File: src/rtl/mul_pkg.sv
package mul_pkg;
    // default two's-complement operand width shared by the multiplier tree
    localparam int unsigned OPW_DEFAULT = 6;

    // width of the unsigned magnitude handled by the array core
    function automatic int unsigned mag_width(input int unsigned opw);
        return opw - 1;
    endfunction
endpackage

File: src/rtl/fa_cell.sv
module fa_cell (
    input  logic x,
    input  logic y,
    input  logic ci,
    output logic s,
    output logic co
);
    logic hx;

    assign hx = x ^ y;
    assign s  = hx ^ ci;
    assign co = (x & y) | (ci & hx);
endmodule

File: src/rtl/cond_negate.sv
module cond_negate #(
    parameter int unsigned N = 5
) (
    input  logic [N-1:0] din,
    input  logic         neg,
    output logic [N-1:0] dout
);
    // invert under control, then ripple an increment of 'neg' through half adders
    logic [N-1:0] inv;
    logic [N:0]   carry;

    assign inv      = din ^ {N{neg}};
    assign carry[0] = neg;

    for (genvar k = 0; k < N; k++) begin : g_inc
        assign dout[k]    = inv[k] ^ carry[k];
        assign carry[k+1] = inv[k] & carry[k];
    end
endmodule

File: src/rtl/uarray_core.sv
module uarray_core #(
    parameter int unsigned M = 5
) (
    input  logic [M-1:0]   xa,
    input  logic [M-1:0]   xb,
    output logic [2*M-1:0] p
);
    // acc[i]: running sum after row i, M+1 bits; bit 0 retires as product bit i
    logic [M:0]   acc [M];
    logic [M-1:0] pp  [M];

    for (genvar i = 0; i < M; i++) begin : g_pp
        assign pp[i] = xa & {M{xb[i]}};
    end

    assign acc[0] = {1'b0, pp[0]};

    for (genvar i = 1; i < M; i++) begin : g_row
        logic [M:0] cy;
        assign cy[0] = 1'b0;
        for (genvar j = 0; j < M; j++) begin : g_col
            fa_cell u_fa (
                .x  (acc[i-1][j+1]),
                .y  (pp[i][j]),
                .ci (cy[j]),
                .s  (acc[i][j]),
                .co (cy[j+1])
            );
        end
        assign acc[i][M] = cy[M];
        assign p[i-1]    = acc[i-1][0];
    end

    assign p[2*M-1:M-1] = acc[M-1];
endmodule

File: src/rtl/signed_array_mul.sv
module signed_array_mul #(
    parameter int unsigned W = mul_pkg::OPW_DEFAULT
) (
    input  logic [W-1:0]   op_a,
    input  logic [W-1:0]   op_b,
    output logic [2*W-1:0] product
);
    localparam int unsigned M  = mul_pkg::mag_width(W);
    localparam int unsigned PW = 2 * W;
    localparam int unsigned UW = 2 * M;

    logic         sgn_a;
    logic         sgn_b;
    logic         sgn_p;
    logic [M-1:0] mag_a;
    logic [M-1:0] mag_b;
    logic [UW-1:0] umag;
    logic [PW-1:0] uwide;

    assign sgn_a = op_a[W-1];
    assign sgn_b = op_b[W-1];
    assign sgn_p = sgn_a ^ sgn_b;

    cond_negate #(.N(M)) u_neg_a (
        .din  (op_a[M-1:0]),
        .neg  (sgn_a),
        .dout (mag_a)
    );

    cond_negate #(.N(M)) u_neg_b (
        .din  (op_b[M-1:0]),
        .neg  (sgn_b),
        .dout (mag_b)
    );

    uarray_core #(.M(M)) u_core (
        .xa (mag_a),
        .xb (mag_b),
        .p  (umag)
    );

    assign uwide = {{(PW-UW){1'b0}}, umag};

    cond_negate #(.N(PW)) u_neg_p (
        .din  (uwide),
        .neg  (sgn_p),
        .dout (product)
    );
endmodule

File: config.mk
export PLATFORM = sky130hd
export DESIGN_NAME = signed_array_mul
export DESIGN_NICKNAME = d
export VERILOG_FILES = /design/src/rtl/mul_pkg.sv /design/src/rtl/fa_cell.sv /design/src/rtl/cond_negate.sv /design/src/rtl/uarray_core.sv /design/src/rtl/signed_array_mul.sv
export SDC_FILE = /design/constraint.sdc
export NUM_CORES = 1
export LEC_CHECK = 0
export CAP_MARGIN = 20
export CORE_MARGIN = 2
export CORE_UTILIZATION = 30
export DETAILED_ROUTE_END_ITERATION = 6
export DONT_BUFFER_PORTS = 1
export PLACE_DENSITY = 0.45
export SLEW_MARGIN = 5
export SYNTH_ARGS = -nofsm -noshare
export SYNTH_HDL_FRONTEND = slang
export SYNTH_SLANG_ARGS = --single-unit
export TNS_END_PERCENT = 50
File: constraint.sdc
create_clock -name vclk -period 10.55
set_input_delay 0 -clock vclk [all_inputs]
set_output_delay 0 -clock vclk [all_outputs]
set_load 0.01 [all_outputs]
==> Word level (Yosys, flattened, before mapping) <==
Cells that the tools add are included.
{ "classes": {"bitwise_logic": 135} }
{ "op_table": {"columns": ["op", "n"], "rows": [
  ["1-bit XOR", 58],
  ["1-bit AND", 54],
  ["5-bit AND", 5],
  ["1-bit bitwise OR", 15],
  ["10-bit by 12-bit XOR with 12-bit output", 1],
  ["5-bit XOR", 2]
]} }
{ "word_totals": {"regBits": 0, "out_inout_bits": 12, "word_cells": 135} }

==> Longest topological paths before layout <==
{ "depth": {"depth_word": 41, "ltp_mapped": 25, "mapped_depth_nobuf": 25} }

==> Hierarchy <==
A second synthesis with hierarchy kept.
{ "unflattened": {"cells_unflattened": 105, "hier_area_um2": 1168.6} }
{ "modules_own_cells": {"columns": ["module", "n_inst", "cells_each", "area_per_inst_um2", "seq_area_each_um2"], "rows": [
  ["fa_cell", 20, 1, 20.0, 0.0],
  ["cond_negate (u_neg_p)", 1, 25, 272.8, 0.0],
  ["cond_negate (u_neg_a ...)", 2, 11, 123.9, 0.0],
  ["uarray_core", 1, 36, 235.2, 0.0],
  ["signed_array_mul", 1, 2, 12.5, 0.0]
]} }

==> Worst setup path before layout <==
OpenSTA, ideal clock, no wires.
{ "synth_path": {"path_kind": "input -> output", "start": "input port op_a[5]", "end": "output port product[10]", "arrival_ns": 6.170, "setup_slack_ns": 4.380, "stages": 23, "n_path_buf": 1, "path_cell_list": "buf_4 -> xor2_1 -> ha_1 -> ha_1 -> and2_1 -> fa_1 -> fa_1 -> inv_1 -> fa_1 -> fa_1 -> inv_1 -> fa_1 -> fa_1 -> fa_1 -> fa_1 -> fa_1 -> fa_1 -> xnor2_1 -> ha_1 -> ha_1 -> inv_1 -> ha_1 -> inv_1"} }
{ "synth_via": {"elab_chain_cells": 29, "elab_cells_between_ends": 113, "classes_between": "bitwise (113)"} }
{ "synth_lines": {"columns": ["item", "line", "source"], "rows": [
  ["start, declared", "signed_array_mul.sv:4", "input logic [W-1:0] op_a,"],
  ["5-bit XOR", "cond_negate.sv:12", "assign inv = din ^ {N{neg}};"],
  ["1-bit AND (2 in series)", "cond_negate.sv:17", "assign carry[k+1] = inv[k] & carry[k];"],
  ["1-bit XOR", "cond_negate.sv:16", "assign dout[k] = inv[k] ^ carry[k];"],
  ["5-bit AND", "uarray_core.sv:13", "assign pp[i] = xa & {M{xb[i]}};"],
  ["1-bit XOR", "fa_cell.sv:10", "assign hx = x ^ y;"],
  ["1-bit AND", "fa_cell.sv:12", "assign co = (x & y) | (ci & hx);"],
  ["1-bit bitwise OR", "fa_cell.sv:12", null],
  ["1-bit AND or 1-bit XOR (tied branches)", "fa_cell.sv:12, fa_cell.sv:11", null],
  ["[12 not listed]", null, null],
  ["1-bit bitwise OR or 1-bit XOR (tied branches)", "fa_cell.sv:12, fa_cell.sv:10", null],
  ["1-bit AND", "fa_cell.sv:12", null],
  ["1-bit bitwise OR", "fa_cell.sv:12", null],
  ["1-bit AND or 1-bit XOR (tied branches)", "fa_cell.sv:12, fa_cell.sv:11", null],
  ["1-bit bitwise OR or 10-bit by 12-bit XOR with 12-bit output (tied branches)", "fa_cell.sv:12, cond_negate.sv:12", null],
  ["10-bit by 12-bit XOR with 12-bit output or 1-bit AND (tied branches)", "cond_negate.sv:12, cond_negate.sv:17", null],
  ["1-bit AND", "cond_negate.sv:17", null],
  ["1-bit XOR (*)", "cond_negate.sv:16", null],
  ["end, declared", "signed_array_mul.sv:6", "output logic [2*W-1:0] product"]
]} }
Mark *: on every way between the ends. The rest lies on a longest branch, timed or not.

==> Worst setup path in the final report <==
{ "layout_path": {"start": "input port op_a[0]", "end": "output port product[10]"} }
{ "layout_via": {"elab_chain_cells": 29, "elab_cells_between_ends": 112, "classes_between": "bitwise (112)"} }
{ "layout_lines": {"columns": ["item", "line"], "rows": [
  ["5-bit XOR (*)", "cond_negate.sv:12"],
  ["1-bit AND (2 in series)", "cond_negate.sv:17"],
  ["1-bit XOR", "cond_negate.sv:16"],
  ["5-bit AND", "uarray_core.sv:13"],
  ["1-bit XOR", "fa_cell.sv:10"],
  ["1-bit AND", "fa_cell.sv:12"],
  ["1-bit bitwise OR", "fa_cell.sv:12"],
  ["1-bit AND or 1-bit XOR (tied branches)", "fa_cell.sv:12, fa_cell.sv:11"],
  ["[12 not listed]", null],
  ["1-bit bitwise OR or 1-bit XOR (tied branches)", "fa_cell.sv:12, fa_cell.sv:10"],
  ["1-bit AND", "fa_cell.sv:12"],
  ["1-bit bitwise OR", "fa_cell.sv:12"],
  ["1-bit AND or 1-bit XOR (tied branches)", "fa_cell.sv:12, fa_cell.sv:11"],
  ["1-bit bitwise OR or 10-bit by 12-bit XOR with 12-bit output (tied branches)", "fa_cell.sv:12, cond_negate.sv:12"],
  ["10-bit by 12-bit XOR with 12-bit output (*)", "cond_negate.sv:12"],
  ["1-bit AND (*)", "cond_negate.sv:17"],
  ["1-bit XOR (*)", "cond_negate.sv:16"]
]} }
Marks and branches as above.

==> metrics.cfg <==
[synthesis]
yosysTopAreaCell = fa_1
yosysTopAreaCellShare_pct = 29.1
ys_seq_area_share_pct = 0
synthTopCellsByArea = fa_1, ha_1, xnor2_1
synth_common_cells = ha_1, fa_1, inv_1
yosys_warnings = 0
ys_types = 13
netlist_instances = 102
syn-num-nets = 153
syn-cell-area_sq_mm = 0.00103
syn_avg_cell_area_sq_um = 10.1
yosys.cell_count.top_type = ha_1

[floorplanning]
ios = 24
die_w_um = 62.7
rows = 21
die_y_um = 62.7
start_util_pct = 31.2
dieArea_sq_mm = 0.00393
core_area_sq_mm = 0.00331

[timing]
setup_viol = 0
rsz0062_at_grt = false
final-hold-violation-count = 0
fin_ws_ns = 4.31
fmax_mhz = 160
finalCritPeriodShare_pct = 59.1
slew_headroom_pct = 74.5
period_needed_ns = 6.24
slew_viol_final = 0
tightest_slew_ns = 0.379
fin_setup_tns_ns = 0

[worst_setup_path]
crit_fanout = 5
critPathArrivalTime_ns = 6.24
path_class = input pin to primary output
crit_required_ns = 10.55
crit_path_start_kind = input pin
cp-end-kind = primary output

[detailed_routing]
ant_nets = 0
drc = 0
vias_per_cell = 4.26
drtIter0Drc = 11
firstDrtPassIters = 2
avgRoutedWirePerCell_um = 10.1
num_vias = 622
wl_mm = 1.48

[clock_tree]
cts_setup_buffers = 0
cts_hold_buf = 0
cts_resized = 0

[layout]
antenna_cells = 0
n_fill_cell = 377
multi_input_area_sq_um = 953
sequential_cell_total = 0
regArea_sq_um = 0
syn_to_final_growth_pct = 3.76
nClkBuffers = 0
fin_nets = 153
drive_gt1_share_pct = 1.00

[job]
maxCapViolCount = 0

[pwr]
powerDensity_mw_per_mm2 = 212
total_power_mw = 0.227
vdd_drop_max_uv = 58.5
leakage_nw = 0.549

[place]
gp_congestion = 0.707
port_buffers = 0
hpwlAfterDp_mm = 1.47
dp_slack_ns = 4.23

[global_route]
grt_pass1_vias = 673
antenna_found_initial = 0
grt_overflow_total = 0
grt_max_degree = 11
grt_pass1_wl_mm = 2.82
grt_usage_pct = 8.35

[outcome]
status = complete, no violations

[worst_hold_path]
hold_path.class = input pin to primary output

==> worst max-delay path: stages <==
cell and delay [ns]:
inv_1 0.02, ha_1 0.19, ha_1 0.18, ha_1 0.32
and2_1 0.17, fa_1 0.43, fa_1 0.49, inv_1 0.05
fa_1 0.42, fa_1 0.36, inv_1 0.07, fa_1 0.44
fa_1 0.44, fa_1 0.47, fa_1 0.45, fa_1 0.39
fa_1 0.45, xnor2_1 0.19, ha_1 0.17, ha_1 0.13
inv_1 0.04, ha_1 0.26, inv_1 0.10
==> metal layers <==
layer | wire (um) | share of wire, % | up-vias | track usage [%]
met5 | 0 | 0 | - | 0
met4 | 0 | 0 | 0 | 0
met3 | 40 | 2.7 | 0 | 0.360
met2 | 823 | 56 | 8 | 16.7
met1 | 612 | 41 | 303 | 10.4
li1 | - | - | 311 | -
==> worst paths after layout <==
| path | startpoint | to | slack (ns) | cells after the start |
|---|---|---|---|---|
| max | op_a[0] | product[10] | 4.31 | 23 |
| min | op_a[5] | product[10] | 0.36 | 4 |
==> cell families after synthesis <==
family	Yosys count	share of synthesized area, %
adders and majority gates	39	58.2
and+or+nand+nor	25	13.7
xor gates and xnor gates	21	20.5
buffers and inverters	17	7.64
==> final cells by class <==
class	instances	area share (%)
Inverter	14	4.91
Timing Repair Buffer	1	0.701
Multi-Input combinational cell	85	89.0
Tap cell	46	5.37
==> cells in the final DEF (no fill, tap or decap) <==
master,instances
and2_1,11
buf_4,1
fa_1,15
ha_1,24
inv_1,14
nand2_1,5
nand2b_1,1
nor2_1,1
nor2b_1,7
xnor2_1,12
xnor3_1,2
xor2_1,7
==> stage by stage <==
stage                     hold slack, ns  cells  area, sq um  util, %
after global placement             0.376    146         1070     32.4
after detailed placement           0.378    146         1070     32.4
after global routing               0.399    146         1070     32.4
after CTS                          0.379    146         1070     32.4
final                              0.362    146         1070     32.4
after floorplan                    0.348    102         1030        -
==> power breakdown <==
group	switching, mW	total (mW)	internal (mW)
clock network	0	0	0
logic	0.120	0.227	0.108
registers	0	0	0
Power figures use the tool's default switching activity.
